$ cat config.mk
export PLATFORM = sky130hd
export DESIGN_NAME = rule_switch_detector
export DESIGN_NICKNAME = d
export VERILOG_FILES = /design/src/rtl/rsd_pkg.sv /design/src/rtl/rsd_history.sv /design/src/rtl/rsd_matcher.sv /design/src/rtl/rsd_rule_ctrl.sv /design/src/rtl/rule_switch_detector.sv
export SDC_FILE = /design/constraint.sdc
export NUM_CORES = 1
export LEC_CHECK = 0
export ABC_AREA = 1
export ABC_CLOCK_PERIOD_IN_PS = 1400
export CAP_MARGIN = 20
export CORE_AREA = 3 3 40 42
export CTS_CLUSTER_DIAMETER = 80
export DETAILED_ROUTE_END_ITERATION = 7
export DIE_AREA = 0 0 43 45
export GPL_ROUTABILITY_DRIVEN = 0
export PLACE_DENSITY = 0.37
export SYNTH_ARGS = -nofsm -noshare
export SYNTH_HDL_FRONTEND = slang
export SYNTH_SLANG_ARGS = --single-unit
$ cat constraint.sdc
create_clock -name clk -period 1.4 [get_ports clk]
set_clock_uncertainty 0.15 [all_clocks]
set_input_delay 0.42 -clock clk [delete_from_list [all_inputs] [get_ports clk]]
set_output_delay 0.42 -clock clk [all_outputs]
set_load 0.1 [all_outputs]
$ cat src/rtl/rsd_pkg.sv
package rsd_pkg;

   typedef enum logic {
      RULE_FOLLOW = 1'b0,
      RULE_INVERT = 1'b1
   } rule_e;

endpackage

$ cat src/rtl/rsd_history.sv
module rsd_history #(
   parameter int DEPTH = 2
) (
   input  logic             clk,
   input  logic             rst,
   input  logic             x_in,
   output logic [DEPTH-1:0] hist,
   output logic             full
);
   localparam int CW = $clog2(DEPTH + 1);

   logic [CW-1:0] fill_q;

   if (DEPTH < 1) begin : g_bad_depth
      $error("rsd_history: DEPTH must be at least 1");
   end

   if (DEPTH == 1) begin : g_single
      always_ff @(posedge clk) begin
         if (rst) hist <= '0;
         else     hist <= x_in;
      end
   end else begin : g_shift
      always_ff @(posedge clk) begin
         if (rst) hist <= '0;
         else     hist <= {hist[DEPTH-2:0], x_in};
      end
   end

   always_ff @(posedge clk) begin
      if (rst)                        fill_q <= '0;
      else if (fill_q != CW'(DEPTH))  fill_q <= fill_q + CW'(1);
   end

   assign full = (fill_q == CW'(DEPTH));

endmodule

$ cat src/rtl/rsd_matcher.sv
module rsd_matcher #(
   parameter int               LEN = 3,
   parameter logic [LEN-1:0]   PAT = '0
) (
   input  logic [LEN-1:0] window,
   input  logic           window_ok,
   output logic           hit
);
   logic [LEN-1:0] bit_eq;

   for (genvar i = 0; i < LEN; i++) begin : g_cmp
      assign bit_eq[i] = ~(window[i] ^ PAT[i]);
   end

   assign hit = window_ok & (&bit_eq);

endmodule

$ cat src/rtl/rsd_rule_ctrl.sv
module rsd_rule_ctrl
   import rsd_pkg::*;
(
   input  logic  clk,
   input  logic  rst,
   input  logic  enter_hit,
   input  logic  exit_hit,
   output rule_e mode_q
);
   rule_e mode_d;

   always_comb begin
      mode_d = mode_q;
      unique case (mode_q)
         RULE_FOLLOW: if (enter_hit) mode_d = RULE_INVERT;
         RULE_INVERT: if (exit_hit)  mode_d = RULE_FOLLOW;
         default:                    mode_d = RULE_FOLLOW;
      endcase
   end

   always_ff @(posedge clk) begin
      if (rst) mode_q <= RULE_FOLLOW;
      else     mode_q <= mode_d;
   end

endmodule

$ cat src/rtl/rule_switch_detector.sv
module rule_switch_detector
   import rsd_pkg::*;
#(
   parameter int             PAT_LEN   = 3,
   parameter logic [PAT_LEN-1:0] ENTER_PAT = 3'b001,
   parameter logic [PAT_LEN-1:0] EXIT_PAT  = 3'b100
) (
   input  logic clk,
   input  logic rst,
   input  logic x_in,
   output logic z_out
);
   localparam int HIST_W = PAT_LEN - 1;

   if (PAT_LEN < 2) begin : g_bad_len
      $error("rule_switch_detector: PAT_LEN must be at least 2");
   end
   if (ENTER_PAT == EXIT_PAT) begin : g_bad_pat
      $error("rule_switch_detector: entry and exit patterns must differ");
   end

   logic [HIST_W-1:0]  hist;
   logic               hist_full;
   logic [PAT_LEN-1:0] window;
   logic               enter_hit;
   logic               exit_hit;
   logic               prev_x;
   rule_e              mode_q;

   rsd_history #(.DEPTH(HIST_W)) u_hist (
      .clk  (clk),
      .rst  (rst),
      .x_in (x_in),
      .hist (hist),
      .full (hist_full)
   );

   // oldest bit in the MSB, current bit in the LSB
   assign window = {hist, x_in};
   assign prev_x = hist[0];

   rsd_matcher #(.LEN(PAT_LEN), .PAT(ENTER_PAT)) u_enter (
      .window    (window),
      .window_ok (hist_full),
      .hit       (enter_hit)
   );

   rsd_matcher #(.LEN(PAT_LEN), .PAT(EXIT_PAT)) u_exit (
      .window    (window),
      .window_ok (hist_full),
      .hit       (exit_hit)
   );

   rsd_rule_ctrl u_ctrl (
      .clk       (clk),
      .rst       (rst),
      .enter_hit (enter_hit),
      .exit_hit  (exit_hit),
      .mode_q    (mode_q)
   );

   always_comb begin
      unique case (mode_q)
         RULE_INVERT: z_out = ~x_in;
         default:     z_out = prev_x;
      endcase
   end

endmodule

==> out/metrics.csv <==
metric;value;unit
status;finished with violations;
failing checks;setup timing;
WL/cell;7.38;µm
max_slew headroom;87.7;%
Worst EP arrival;940;ps
clock tree root driver cell;clkbuf_4;
clock latency on the worst-skew pair;240;ps
Critical Path Fanout Max;3;
share of post-route cells with drive strength above 1;40.0;%
hold path endpoint;u_hist.fill_q[0]$_SDFFE_PP0P_;
Yosys top cell area share;49.4;%
Power Total;0.000493;W
Worst setup EP type;output port;
Starting DRT DRC Count;0;
Final Util;24.6;%
Syn Area/Cell;7.80;µm²
Rows;13;
fill cell count;145;
Synthesis Warnings;0;
CTS Buf Count;3;
DR pass1 iterations;1;
hold path start;u_hist.fill_q[0]$_SDFFE_PP0P_;
smallest setup slack after layout;-113;ps
vias in the first global route;202;
Worst Hold Depth;2;
Post-DP Area;280;µm²
Yosys top cell by area;dfxtp_1;
detail-routed via count per cell;3.88;
io pins;4;
share of the clock period used by the worst path;108;%
Worst Tran Pin Value;184;ps
Hold Vio Cnt, Final;0;
final hold slack;321;ps
Worst-path clk slew;40;ps
total grt overflow;0;
Initial Utilization;15.8;%
RR Startpoint;u_hist.fill_q[0]$_SDFFE_PP0P_;
R2R Path End;u_hist.fill_q[1]$_SDFFE_PP0P_;
PwrDens;1560;nW/µm²
Tmin final;1510;ps
first-pass GRT wire length;731;µm
CTS tree;done;
synthesized area;203;µm²
# setup viols final;1;
final number of max-transition violations;0;
post-layout net count;40;
Post-Route WL;369;µm
post-synthesis register bit count;5;
H-Tree Depth;1;
synthesized instance count;26;
final instance area;317;µm²
Max clock buf depth;2;
Yosys cell types;11;
GRT Overall Usage;5.59;%
main area contributors after synthesis;dfxtp_1, a21oi_1, inv_1;
Core Area;1280;µm²
Static Leak;0.136;nW
fin cells;50;
worst vdd ir;520;µV
RSZ-0062 raised after global routing;yes;
DRC;0;
port bufs;3;
placed insts;45;
R2R cell count;5;
Post-DP HPWL;312;µm
chip height;45;µm
Critical Setup Path Class;reg -> out;
clk sinks;5;
Post-DRT Antenna Nets;0;
chip width;43;µm
startpoint types;register;
Max Fclk;661;MHz
ANT cells;0;
DR vias;194;
die area;1940;µm²
WP data required;830;ps
class of the tightest hold or removal check;reg -> reg;
Layout area overhead;56.2;%
initial antenna violation count;0;
Reg2Reg Setup Slack;250;ps
largest net degree at the start of global routing;6;
syn nets;30;
Max Cap Viol;0;
register area share after synthesis;49.4;%
==> synthesized netlist by cell type <==
library cell,number
nor2_1,4
a21oi_1,3
inv_1,4
inv_2,1
nand2_1,4
nand3_1,1
o21ai_0,1
a211oi_1,1
o21ai_2,1
ha_1,1
dfxtp_1,5
==> metrics by stage <==
stage | setup slack [ps] | TNS, ps
2_1_floorplan | -121 | -121
3_3_place_gp | -394 | -448
3_5_place_dp | -411 | -483
4_1_cts | -133 | -133
5_1_grt | -148 | -148
6_report | -113 | -113
==> where the power goes <==
part	total, W	switching [W]	internal, W
combinational	0.000144	0.0000834	0.0000606
sequential	0.000186	0.0000156	0.000170
clock	0.000164	0.0000563	0.000108
total	0.000493	0.000155	0.000338
==> critical path, cell delays in order, from the launching register on <==
cell and delay [ps]:
dfxtp_2 340, inv_4 50, o21ai_4 130, buf_12 190
==> metal layers <==
layer	wire (µm)	vias to the layer above	part of all wire, %	GRT usage (%)
li1	-	102	-	-
met1	162	90	44	5.08
met2	185	2	50	8.38
met3	21	0	5.7	2.39
met4	0	0	0	7.23
met5	0	-	0	0
==> cell type report <==
| class | count | area [µm²] | area share, % |
|---|---|---|---|
| Tap cell | 15 | 18.8 | 5.93 |
| Sequential cell | 5 | 103 | 32.4 |
| Timing Repair Buffer | 5 | 50.0 | 15.8 |
| Clock buffer | 4 | 26.3 | 8.30 |
| Inverter | 5 | 21.3 | 6.72 |
| Multi-Input combinational cell | 16 | 97.6 | 30.8 |
==> registers in the layout, indices dropped and copies added (netlist names) <==
register	count
u_ctrl.mode_q	1
u_hist.fill_q	2
u_hist.hist	2
==> cell families (layout without fill, tap and decap cells) <==
kind of cell	after synthesis	count (layout)	share of synthesized area, %
AOI/OAI and AO/OA	6	6	17.9
buffers and inverters	5	14	9.26
adders and majority gates	1	1	6.17
DFF	5	5	49.4
and+or+nand+nor	9	9	17.3
==> placed cells by master, fill, tap and decap left out <==
master / n
a211oi_1: 1
a21oi_1: 3
buf_12: 1
buf_2: 1
buf_4: 2
clkbuf_1: 1
clkbuf_4: 3
clkdlybuf4s50_1: 1
dfxtp_1: 3
dfxtp_2: 2
ha_1: 1
inv_1: 3
inv_2: 1
inv_4: 1
nand2_1: 3
nand2_2: 1
nand3_1: 1
nor2_1: 4
o21ai_2: 1
o21ai_4: 1
==> how the worst max path moves through the flow <==
stage / slack (ps) / end / start
6_report: -110 / z_out / u_ctrl.mode_q$_SDFF_PP0_
3_5_place_dp: -410 / z_out / x_in
4_1_cts: -130 / z_out / u_ctrl.mode_q$_SDFF_PP0_
5_1_grt: -150 / z_out / u_ctrl.mode_q$_SDFF_PP0_
3_3_place_gp: -390 / z_out / x_in
2_1_floorplan: -120 / z_out / x_in
==> what timing repair did <==
item                                    CTS  global route
resized for setup                         6             2
endpoints found under the setup margin    1             1
pin swaps                                 1             0
buffers inserted                          1             0
hold buffers                              0             0
Note: power is estimated with default switching activity, not from simulation.
